==> config.mk <==
export PLATFORM = sky130hd
export DESIGN_NAME = mbox_regfile
export DESIGN_NICKNAME = d
export VERILOG_FILES = /design/src/rtl/mbox_pkg.sv /design/src/rtl/mbox_window.sv /design/src/rtl/mbox_byte_ram.sv /design/src/rtl/mbox_crc_seq.sv /design/src/rtl/mbox_regfile.sv
export SDC_FILE = /design/constraint.sdc
export NUM_CORES = 2
export LEC_CHECK = 0
export ABC_AREA = 1
export BUFFER_PORTS_ARGS = -buffer_cell sky130_fd_sc_hd__buf_2
export CAP_MARGIN = 20
export CORE_UTILIZATION = 24
export DETAILED_ROUTE_END_ITERATION = 6
export SYNTH_ARGS = -nofsm -noshare
export SYNTH_HDL_FRONTEND = slang
export SYNTH_SLANG_ARGS = --single-unit
export TNS_END_PERCENT = 20
==> constraint.sdc <==
create_clock -name clk -period 7 [get_ports clk]
set_clock_uncertainty 0.1 [all_clocks]
set_input_delay 0 -clock clk [delete_from_list [all_inputs] [get_ports clk]]
set_output_delay 0 -clock clk [all_outputs]
set_load 0.01 [all_outputs]
==> src/rtl/mbox_pkg.sv <==
package mbox_pkg;

   typedef enum logic [1:0] {
      ST_IDLE,
      ST_CRC,
      ST_ENG
   } mbox_state_e;

   localparam logic [15:0] STS_OK       = 16'd0;
   localparam logic [15:0] STS_BAD_SIZE = 16'd1;
   localparam logic [15:0] STS_NO_SUPP  = 16'd2;

   localparam logic [31:0] CMD_CLEAR       = 32'd0;
   localparam logic [31:0] CMD_XFER_DMA    = 32'd1;
   localparam logic [31:0] CMD_XFER_STREAM = 32'd2;
   localparam logic [31:0] CMD_REWIND      = 32'd3;

   localparam logic [7:0] OFS_IDENT = 8'h00;
   localparam logic [7:0] OFS_CMD   = 8'h04;
   localparam logic [7:0] OFS_LEN   = 8'h08;
   localparam logic [7:0] OFS_ALO   = 8'h0C;
   localparam logic [7:0] OFS_AHI   = 8'h10;
   localparam logic [7:0] OFS_WIN   = 8'h14;
   localparam logic [7:0] OFS_CRC   = 8'h18;
   localparam logic [7:0] OFS_FLAGS = 8'h1C;

   localparam logic [31:0] CRC_POLY = 32'h82F6_3B78;
   localparam logic [31:0] CRC_SEED = 32'hFFFF_FFFF;

endpackage

==> src/rtl/mbox_window.sv <==
// Window bound check and lane selection for one data-window access.
module mbox_window #(
   parameter int unsigned OFF_W = 5
) (
   input  logic [OFF_W-1:0] off,
   input  logic [31:0]      buf_len,
   input  logic [1:0]       acc_size,
   output logic             fits,
   output logic [7:0]       lane_en,
   output logic [OFF_W-1:0] off_next
);
   logic [3:0]  nbytes;
   logic [32:0] end_pos;

   assign nbytes  = 4'd1 << acc_size;
   assign end_pos = 33'(off) + 33'(nbytes);
   assign fits    = end_pos <= {1'b0, buf_len};

   for (genvar g = 0; g < 8; g++) begin : g_lane
      assign lane_en[g] = 4'(g) < nbytes;
   end

   assign off_next = fits ? end_pos[OFF_W-1:0] : off;
endmodule

==> src/rtl/mbox_byte_ram.sv <==
// Byte RAM: eight-lane write and read at a base index, plus one checksum read port.
module mbox_byte_ram #(
   parameter int unsigned DEPTH = 16,
   parameter int unsigned OFF_W = 5
) (
   input  logic             clk,
   input  logic             wr_en,
   input  logic [OFF_W-1:0] base,
   input  logic [7:0]       lane_en,
   input  logic [63:0]      wdata,
   output logic [63:0]      rd_lanes,
   input  logic [OFF_W-1:0] crc_idx,
   output logic [7:0]       crc_byte
);
   localparam int unsigned IDX_W = $clog2(DEPTH);

   logic [7:0]       mem [DEPTH];
   logic [IDX_W-1:0] pos_idx [8];
   logic [7:0]       in_rng;

   for (genvar g = 0; g < 8; g++) begin : g_lane
      logic [OFF_W:0] pos;
      assign pos        = (OFF_W+1)'(base) + (OFF_W+1)'(g);
      assign in_rng[g]  = pos < (OFF_W+1)'(DEPTH);
      assign pos_idx[g] = pos[IDX_W-1:0];
      assign rd_lanes[8*g +: 8] = in_rng[g] ? mem[pos_idx[g]] : 8'h00;
   end

   always_ff @(posedge clk) begin
      if (wr_en) begin
         for (int k = 0; k < 8; k++) begin
            if (lane_en[k] && in_rng[k]) mem[pos_idx[k]] <= wdata[8*k +: 8];
         end
      end
   end

   assign crc_byte = (crc_idx < OFF_W'(DEPTH)) ? mem[crc_idx[IDX_W-1:0]] : 8'h00;
endmodule

==> src/rtl/mbox_crc_seq.sv <==
// Serial CRC32C, one buffer byte per clock from index 0 up to a count.
module mbox_crc_seq
   import mbox_pkg::*;
#(
   parameter int unsigned OFF_W = 5
) (
   input  logic             clk,
   input  logic             rst_n,
   input  logic             start,
   input  logic [OFF_W-1:0] count,
   output logic [OFF_W-1:0] rd_idx,
   input  logic [7:0]       rd_byte,
   output logic             done,
   output logic [31:0]      result
);
   logic             busy;
   logic [OFF_W-1:0] limit;
   logic [31:0]      crc_nxt;

   always_comb begin
      crc_nxt = result ^ {24'h0, rd_byte};
      for (int b = 0; b < 8; b++) begin
         crc_nxt = crc_nxt[0] ? ((crc_nxt >> 1) ^ CRC_POLY) : (crc_nxt >> 1);
      end
   end

   always_ff @(posedge clk) begin
      if (!rst_n) begin
         busy   <= 1'b0;
         done   <= 1'b0;
         rd_idx <= '0;
         limit  <= '0;
         result <= CRC_SEED;
      end else begin
         done <= 1'b0;
         if (start) begin
            busy   <= 1'b1;
            rd_idx <= '0;
            limit  <= count;
            result <= CRC_SEED;
         end else if (busy) begin
            if (rd_idx == limit) begin
               busy <= 1'b0;
               done <= 1'b1;
            end else begin
               result <= crc_nxt;
               rd_idx <= rd_idx + 1'b1;
            end
         end
      end
   end
endmodule

==> src/rtl/mbox_regfile.sv <==
module mbox_regfile
   import mbox_pkg::*;
#(
   parameter int unsigned BUF_BYTES = 16,
   parameter int unsigned ADDR_W    = 6,
   parameter logic [31:0] MAGIC     = 32'h4D42_5852
) (
   input  logic              clk,
   input  logic              rst_n,
   input  logic              req_valid,
   input  logic              req_write,
   input  logic [ADDR_W-1:0] req_addr,
   input  logic [1:0]        req_size,
   input  logic [63:0]       req_wdata,
   output logic              req_ready,
   output logic              rsp_valid,
   output logic [63:0]       rsp_rdata,
   input  logic              stream_mode,
   output logic              eng_start,
   output logic [7:0]        eng_cmd,
   input  logic              eng_done,
   input  logic [15:0]       eng_status
);
   localparam int unsigned OFF_W = $clog2(BUF_BYTES + 1);

   if (BUF_BYTES < 8 || BUF_BYTES > 4096) begin : g_bad_depth
      $error("mbox_regfile: BUF_BYTES must lie in 8..4096");
   end
   if (ADDR_W < 6 || ADDR_W > 8) begin : g_bad_addr
      $error("mbox_regfile: ADDR_W must lie in 6..8");
   end

   mbox_state_e      state;
   logic [15:0]      status_q;
   logic [31:0]      size_q;
   logic [31:0]      alo_q;
   logic [31:0]      ahi_q;
   logic [OFF_W-1:0] off_q;

   logic [7:0]       addr8;
   logic             acc;
   logic             fits;
   logic [7:0]       lane_en;
   logic [OFF_W-1:0] off_next;
   logic [63:0]      rd_lanes;
   logic [63:0]      lane_mask;
   logic [63:0]      rd_val;
   logic [OFF_W-1:0] crc_idx;
   logic [7:0]       crc_byte;
   logic             crc_done;
   logic [31:0]      crc_res;
   logic             win_acc;

   assign addr8     = 8'(req_addr);
   assign req_ready = (state == ST_IDLE);
   assign acc       = req_valid && req_ready;
   assign win_acc   = acc && (addr8 == OFS_WIN);

   mbox_window #(.OFF_W(OFF_W)) u_win (
      .off      (off_q),
      .buf_len  (size_q),
      .acc_size (req_size),
      .fits     (fits),
      .lane_en  (lane_en),
      .off_next (off_next)
   );

   mbox_byte_ram #(.DEPTH(BUF_BYTES), .OFF_W(OFF_W)) u_ram (
      .clk      (clk),
      .wr_en    (win_acc && req_write && fits),
      .base     (off_q),
      .lane_en  (lane_en),
      .wdata    (req_wdata),
      .rd_lanes (rd_lanes),
      .crc_idx  (crc_idx),
      .crc_byte (crc_byte)
   );

   mbox_crc_seq #(.OFF_W(OFF_W)) u_crc (
      .clk     (clk),
      .rst_n   (rst_n),
      .start   (acc && !req_write && (addr8 == OFS_CRC)),
      .count   (off_q),
      .rd_idx  (crc_idx),
      .rd_byte (crc_byte),
      .done    (crc_done),
      .result  (crc_res)
   );

   for (genvar g = 0; g < 8; g++) begin : g_mask
      assign lane_mask[8*g +: 8] = {8{lane_en[g]}};
   end

   always_comb begin
      case (addr8)
         OFS_IDENT: rd_val = 64'(MAGIC);
         OFS_CMD:   rd_val = 64'(status_q);
         OFS_LEN:   rd_val = 64'(size_q);
         OFS_ALO:   rd_val = 64'(alo_q);
         OFS_AHI:   rd_val = 64'(ahi_q);
         OFS_WIN:   rd_val = fits ? (rd_lanes & lane_mask) : 64'h0;
         OFS_FLAGS: rd_val = 64'(stream_mode);
         default:   rd_val = '1;
      endcase
   end

   always_ff @(posedge clk) begin
      if (!rst_n) begin
         state     <= ST_IDLE;
         status_q  <= STS_OK;
         size_q    <= '0;
         alo_q     <= '0;
         ahi_q     <= '0;
         off_q     <= '0;
         rsp_valid <= 1'b0;
         rsp_rdata <= '0;
         eng_start <= 1'b0;
         eng_cmd   <= '0;
      end else begin
         rsp_valid <= 1'b0;
         eng_start <= 1'b0;
         case (state)
            ST_IDLE: begin
               if (acc && req_write) begin
                  case (addr8)
                     OFS_CMD: begin
                        case (req_wdata[31:0])
                           CMD_CLEAR: begin
                              size_q   <= '0;
                              alo_q    <= '0;
                              ahi_q    <= '0;
                              status_q <= STS_OK;
                           end
                           CMD_REWIND: begin
                              off_q    <= '0;
                              status_q <= STS_OK;
                           end
                           CMD_XFER_DMA, CMD_XFER_STREAM: begin
                              eng_start <= 1'b1;
                              eng_cmd   <= req_wdata[7:0];
                              state     <= ST_ENG;
                           end
                           default: status_q <= STS_NO_SUPP;
                        endcase
                     end
                     OFS_LEN: size_q <= (req_wdata > 64'(BUF_BYTES)) ?
                                        32'(BUF_BYTES) : req_wdata[31:0];
                     OFS_ALO: alo_q <= req_wdata[31:0];
                     OFS_AHI: ahi_q <= req_wdata[31:0];
                     OFS_WIN: off_q <= off_next;
                     default: ;
                  endcase
               end else if (acc) begin
                  if (addr8 == OFS_CRC) begin
                     state <= ST_CRC;
                  end else begin
                     rsp_valid <= 1'b1;
                     rsp_rdata <= rd_val;
                     if (addr8 == OFS_WIN) off_q <= off_next;
                  end
               end
            end
            ST_CRC: begin
               if (crc_done) begin
                  rsp_valid <= 1'b1;
                  rsp_rdata <= 64'(crc_res);
                  state     <= ST_IDLE;
               end
            end
            ST_ENG: begin
               if (eng_done) begin
                  status_q <= eng_status;
                  state    <= ST_IDLE;
               end
            end
            default: state <= ST_IDLE;
         endcase
      end
   end
endmodule

## Word level (Yosys, flattened, before mapping)

Memories as Yosys holds them, arrays and structs flattened. A register that Yosys moved wholly into a read port is not among the register bits.
Cells that the tools add are included.

- Flip-flop bits (word level): 237
- RAM bits: 128
- Input port bits: 94
- Output and inout bits: 75
- Logic and storage cells: 214
- Memories kept: 1

- Add/sub/neg operators: 9
- $lt $le $gt $ge: 19
- Equal/unequal tests: 28
- Shift-type cells: 1
- Muxes and demuxes: 87
- Bitwise operators: 13
- Reductions and logical operators: 41

Memories:

| name | words | bits a word | rd ports | clocked after Yosys merged registers in | write ports | line | RTL |
|---|---|---|---|---|---|---|---|
| u_ram.mem | 16 | 8 | 9 | 2 | 8 | mbox_byte_ram.sv:17 | `logic [7:0] mem [DEPTH];` |

Operators by type and width:

| kind | number |
|---|---|
| $pmux 64 s7 | 1 |
| $mux 32 | 10 |
| $mux 64 | 5 |
| $pmux 32 s2 | 3 |
| $not 16->17 | 8 |
| $pmux 64 s2 | 1 |
| $mux 8 | 9 |
| $and 64x64->64 | 1 |
| $eq 32x2->1 const B | 2 |
| $gt 64x5->1 const B | 1 |
| $pmux 16 s2 | 2 |
| $mux 16 | 3 |
| $lt 6x5->1 const B | 7 |
| $le 33x32->1 | 1 |
| $mux 1 | 33 |
| $eq 32x1->1 const B | 1 |
| $logic_not 32->1 | 1 |
| $xor 32x8->32 | 1 |
| $mux 5 | 6 |
| $add 5x3->6 const B | 4 |
| $eq 6x5->1 const B | 4 |
| $reduce_and 4->1 | 5 |
| $lt 3x4->1 const A | 4 |
| $mux 4 | 4 |
| 33 further kinds | 81 |

## Longest topological paths before layout

- Word-level depth: 19
- Gate-level depth with buffers: 31
- Mapped depth without buffers: 30

## By module

Synthesis repeated with hierarchy kept, for this count alone.

- Cell total of the unflattened synthesis: 6040
- Area total of the unflattened synthesis: 34438.0 um^2

By module, submodules not included:

| module | times used | cells each | area each (um^2) | sequential area each (um^2) |
|---|---|---|---|---|
| mbox_byte_ram | 1 | 3986 | 21371.7 | 3843.7 |
| mbox_regfile | 1 | 1435 | 9287.7 | 3863.7 |
| mbox_crc_seq | 1 | 507 | 3185.6 | 880.8 |
| mbox_window | 1 | 112 | 593.1 | 0.0 |

## Worst setup path after synthesis

OpenSTA, ideal clock, no wires.

- Path kind: reg-to-reg
- From: reg off_q[1]
- To: mem u_ram.mem[13][0] (enable)
- Setup time: 0.340 ns
- Arrival: 4.087 ns
- Slack: 2.473 ns
- Stages on the path, launching flop included: 27
- Path buffers: 3
- Clock period less this slack: 4.527 ns
- Path through: dfxtp_1 > inv_1 > clkbuf_1 > o21ai_0 > nand2_1 > inv_1 > ha_1 > or2_2 > nand3_1 > nand2_1 > xor2_1 > ha_1 > a21o_1 > a21o_1 > o21bai_1 > nand2_1 > nand2_1 > buf_4 > buf_4 > nand2_1 > nor2_2 > nand2_1 > nor2_1 > nand2_1 > o21ai_0 > a211oi_1 > nand4_1

RTL lines:

| item | line | RTL |
|---|---|---|
| start, declared | mbox_regfile.sv:38 | `logic [OFF_W-1:0] off_q;` |
| start signal, assigned | mbox_regfile.sv:150 | `OFS_WIN: off_q <= off_next;` |
| start signal, assigned | mbox_regfile.sv:159 | `if (addr8 == OFS_WIN) off_q <= off_next;` |
| end, declared | mbox_byte_ram.sv:17 |  |

==> flow_summary.toml <==
[pwr]
total_power_w = 0.005744
vdd_drop_max_mv = 0.1694
p_per_area_nw_per_um2 = 141.8
leakage_nw = 17.23

[critical_path]
crit_path_end = "u_ram.mem[3][4]$_DFFE_PP_"
critPathLaunchType = "flip-flop"
crit_start = "off_q[1]$_SDFFE_PN0P_"
slowest_stage = "nor2_1"
crit_arrival_ns = 6.04
reg2reg_slack_ns = 1.23
path_depth = 28
slowest_delay_ns = 0.70
worstPathMaxFanout = 38
reg2reg_to = "u_ram.mem[3][4]$_DFFE_PP_"
r2r_cells = 28
critical_path.top_delay_family = "simple AND/OR/NAND/NOR gates"
critPathKind = "reg -> reg"
worst-path-buf-inv = 6
crit_top_cell = "nand2_1"
timing.rr.start = "off_q[1]$_SDFFE_PN0P_"
cp_data_required_time_ns = 7.27
end_kind = "flip-flop"

[sta]
tns_ns = 0
fmax_mhz = 173.4
setup_viol = 0
tightestPinTransition_ns = 1.117
finalCritPeriodShare = 0.8238
slew_headroom = 0.2529
fin_ws_ns = 1.233
period_needed_ns = 5.767
rsz0062_at_grt = "false"
hold_viol = 0
slew_viol_final = 0

[clock_tree]
cts-root-buf = "clkbuf_16"
cts_tree = "yes"
post_cts_buffers = 0
clk_latency_ns = 0.66
htree_levels = 2
ctsHoldBuffers = 87
clk_pin_slew_ns = 0.06
cts_buffers = 45
ctsResizeCount = 0
cts_sinks = 373
clk_path_buf_depth = 3

[global_routing]
grt_pass1_vias = 40910
grt_pass1_wl_um = 331200
antenna_found_initial = 15
grt_max_degree = 86
grt_usage = 0.3201
grt-ovfl-total = 0

[placement]
gp_congestion = 1.098
place_ws_ns = 1.569
post-dp-hpwl_um = 188100
portBuffers = 168

[cells_and_area]
syn2layout_area_growth_pct = 15.10
drive_gt1_frac = 0.07944
fin_nets = 6356
multi_input_area_sq_um = 22280
n_fill_cell = 16430
register_area_sq_um = 8761

[floorplanning]
die_area_sq_um = 148200
row_count = 140
boundaryPins = 169
initial_utilization = 0.2418
fp.dieW_um = 384.9
core_area_sq_um = 145600
die_y_um = 384.9

[flow_run]
drv_cap = 0

[logic_synthesis]
netlist_instances = 6157
synth_edf_count = 128
yosysTopAreaCell = "nand2_1"
syn_area_sq_um = 35190
synth-seq-cells = 373
synth_mux_area_frac = 0
synth_top_family_by_area = "simple AND/OR/NAND/NOR gates"
ys_async_sr_fraction = 0
ys_seq_area_frac = 0.2486
synth_top_area_frac = 0.2228
yosys.area_share.simple = 0.3604
yosysUniqueCellTypes = 60
synth-xor-area-share = 0.01116
synth_flop_cell = "dfxtp_1"
yosys-top-cells-area = "nand2_1, dfxtp_1, edfxtp_1"
yosys.area_share.adder = 0.01031
yosys_warnings = 0
synth_compound_area_frac = 0.2494
syn_area_per_cell_sq_um = 5.716
syn_nets = 6280

[run_status]
violations = "design-rule violations"
outcome = "finished with violations"

[route]
drtIter0Drc = 6827
first_pass_iters = 7
wl_um = 246300
drtAntennaViolNets = 0
drc = 6
viasPerCell = 5.637
routedWlPerCell_um = 30.06
vias = 46180

[min_path]
hp-class = "in -> reg"
cell usage in the layout (no fill, tap or decap), drive strengths merged, types with 29 or more instances in the layout:
master / count
a22oi: 57
clkinv: 43
nand2: 2103
dlygate4sd3: 87
clkbuf: 61
dfxtp: 245
nand4: 106
o21ai: 711
edfxtp: 128
nor3: 83
a21oi: 491
ha: 29
nand3: 341
nor2: 403
buf: 298
xor2: 31
a211oi: 53
o211ai: 137
inv: 698
sequential cells by signal, indices dropped and copies added, names as in the netlist, 8 cells and up, named ones only:
name and cells:
ahi_q 32, alo_q 32, eng_cmd 8, rsp_rdata 64, size_q 32, status_q 16, u_crc.result 32, u_ram.mem 128
logic make-up (layout without fill, tap and decap cells):
logic type | Yosys count | count (layout)
XOR/XNOR | 44 | 44
flip-flops | 373 | 373
buffers and inverters | 1082 | 1194
other | 0 | 5
AND/OR/NAND/NOR | 3068 | 3068
adder cells (fa/ha/maj) | 29 | 29
AO/OA/AOI/OAI | 1561 | 1561
power by group:
part / switching [W] / internal [W]
clock: 0.00108 / 0.00148
combinational: 0.000702 / 0.000202
sequential: 0.0000174 / 0.00227
total: 0.00180 / 0.00394
metal layers:
| metal | track usage | up-vias | wire [um] |
|---|---|---|---|
| li1 | - | 20530 | - |
| met1 | 0.4143 | 21860 | 95620 |
| met2 | 0.4734 | 3127 | 102300 |
| met3 | 0.06176 | 655 | 27510 |
| met4 | 0.2291 | 8 | 20730 |
| met5 | 0 | - | 50 |
Yosys cell counts (3+ instances only):
library cell / instances
a211oi_1: 53
clkinv_1: 32
buf_1: 15
clkbuf_1: 276
nand4_1: 96
nor2_1: 367
ha_1: 29
o211ai_1: 137
o22ai_1: 19
a21boi_0: 3
buf_6: 10
nor2_2: 29
xor2_1: 31
nand4_2: 9
o21bai_1: 4
nand2_2: 13
buf_2: 49
a31oi_1: 4
nor3_2: 3
nand3_2: 3
buf_4: 7
a21oi_1: 490
a22o_1: 3
edfxtp_1: 128
xnor2_1: 12
o31ai_1: 11
a221oi_1: 28
dfxtp_1: 245
inv_1: 672
o2111ai_1: 17
nand3_1: 338
nand2_1: 2089
o21ai_1: 32
nor3_1: 79
a22oi_1: 57
o21ai_0: 679
o221ai_1: 4
o311ai_0: 7
nor4_1: 18
inv_2: 21
nor2_4: 7
or2_2: 9
tightest hold or removal path, delay by kind of cell:
kind            cells  cell delay [ns]
simple gates        3             0.49
buf+inv             2             0.17
compound gates      1             0.06
worst min path at each step:
stage          cells past startpoint  slack, ns                         end          start
6_report                           6       0.02      size_q[4]$_SDFFE_PN0P_    req_addr[2]
5_1_grt                            3       0.05  u_ram.mem[14][4]$_DFFE_PP_  req_wdata[44]
4_1_cts                            7      0.002       off_q[4]$_SDFFE_PN0P_    req_addr[2]
3_5_place_dp                       3       0.18    status_q[0]$_SDFFE_PN0P_  eng_status[0]
3_3_place_gp                       3       0.17    status_q[2]$_SDFFE_PN0P_  eng_status[2]
2_1_floorplan                      2       0.05      ahi_q[24]$_SDFFE_PN0P_  req_wdata[24]
layout make-up:
class | count | area share
clock inverters | 22 | 0.007846
diodes | 5 | 0.0003089
flip-flops and latches | 373 | 0.2163
inverters | 725 | 0.06731
well taps | 1917 | 0.05922
repair buffers | 386 | 0.06768
multi-input cells | 4702 | 0.5501
clock buffers | 61 | 0.03129
stage by stage:
stage	util	instances	cell area, sq um	hold slack (ns)
after floorplan	-	6157	35190	0.04830
after global placement	0.2608	8010	37960	0.1724
after detailed placement	0.2612	8014	38020	0.1819
after CTS	0.2780	8184	40470	0.001767
after global routing	0.2782	8186	40490	0.05482
final	0.2783	8191	40510	0.02401
Note: power is estimated with default switching activity, not from simulation.
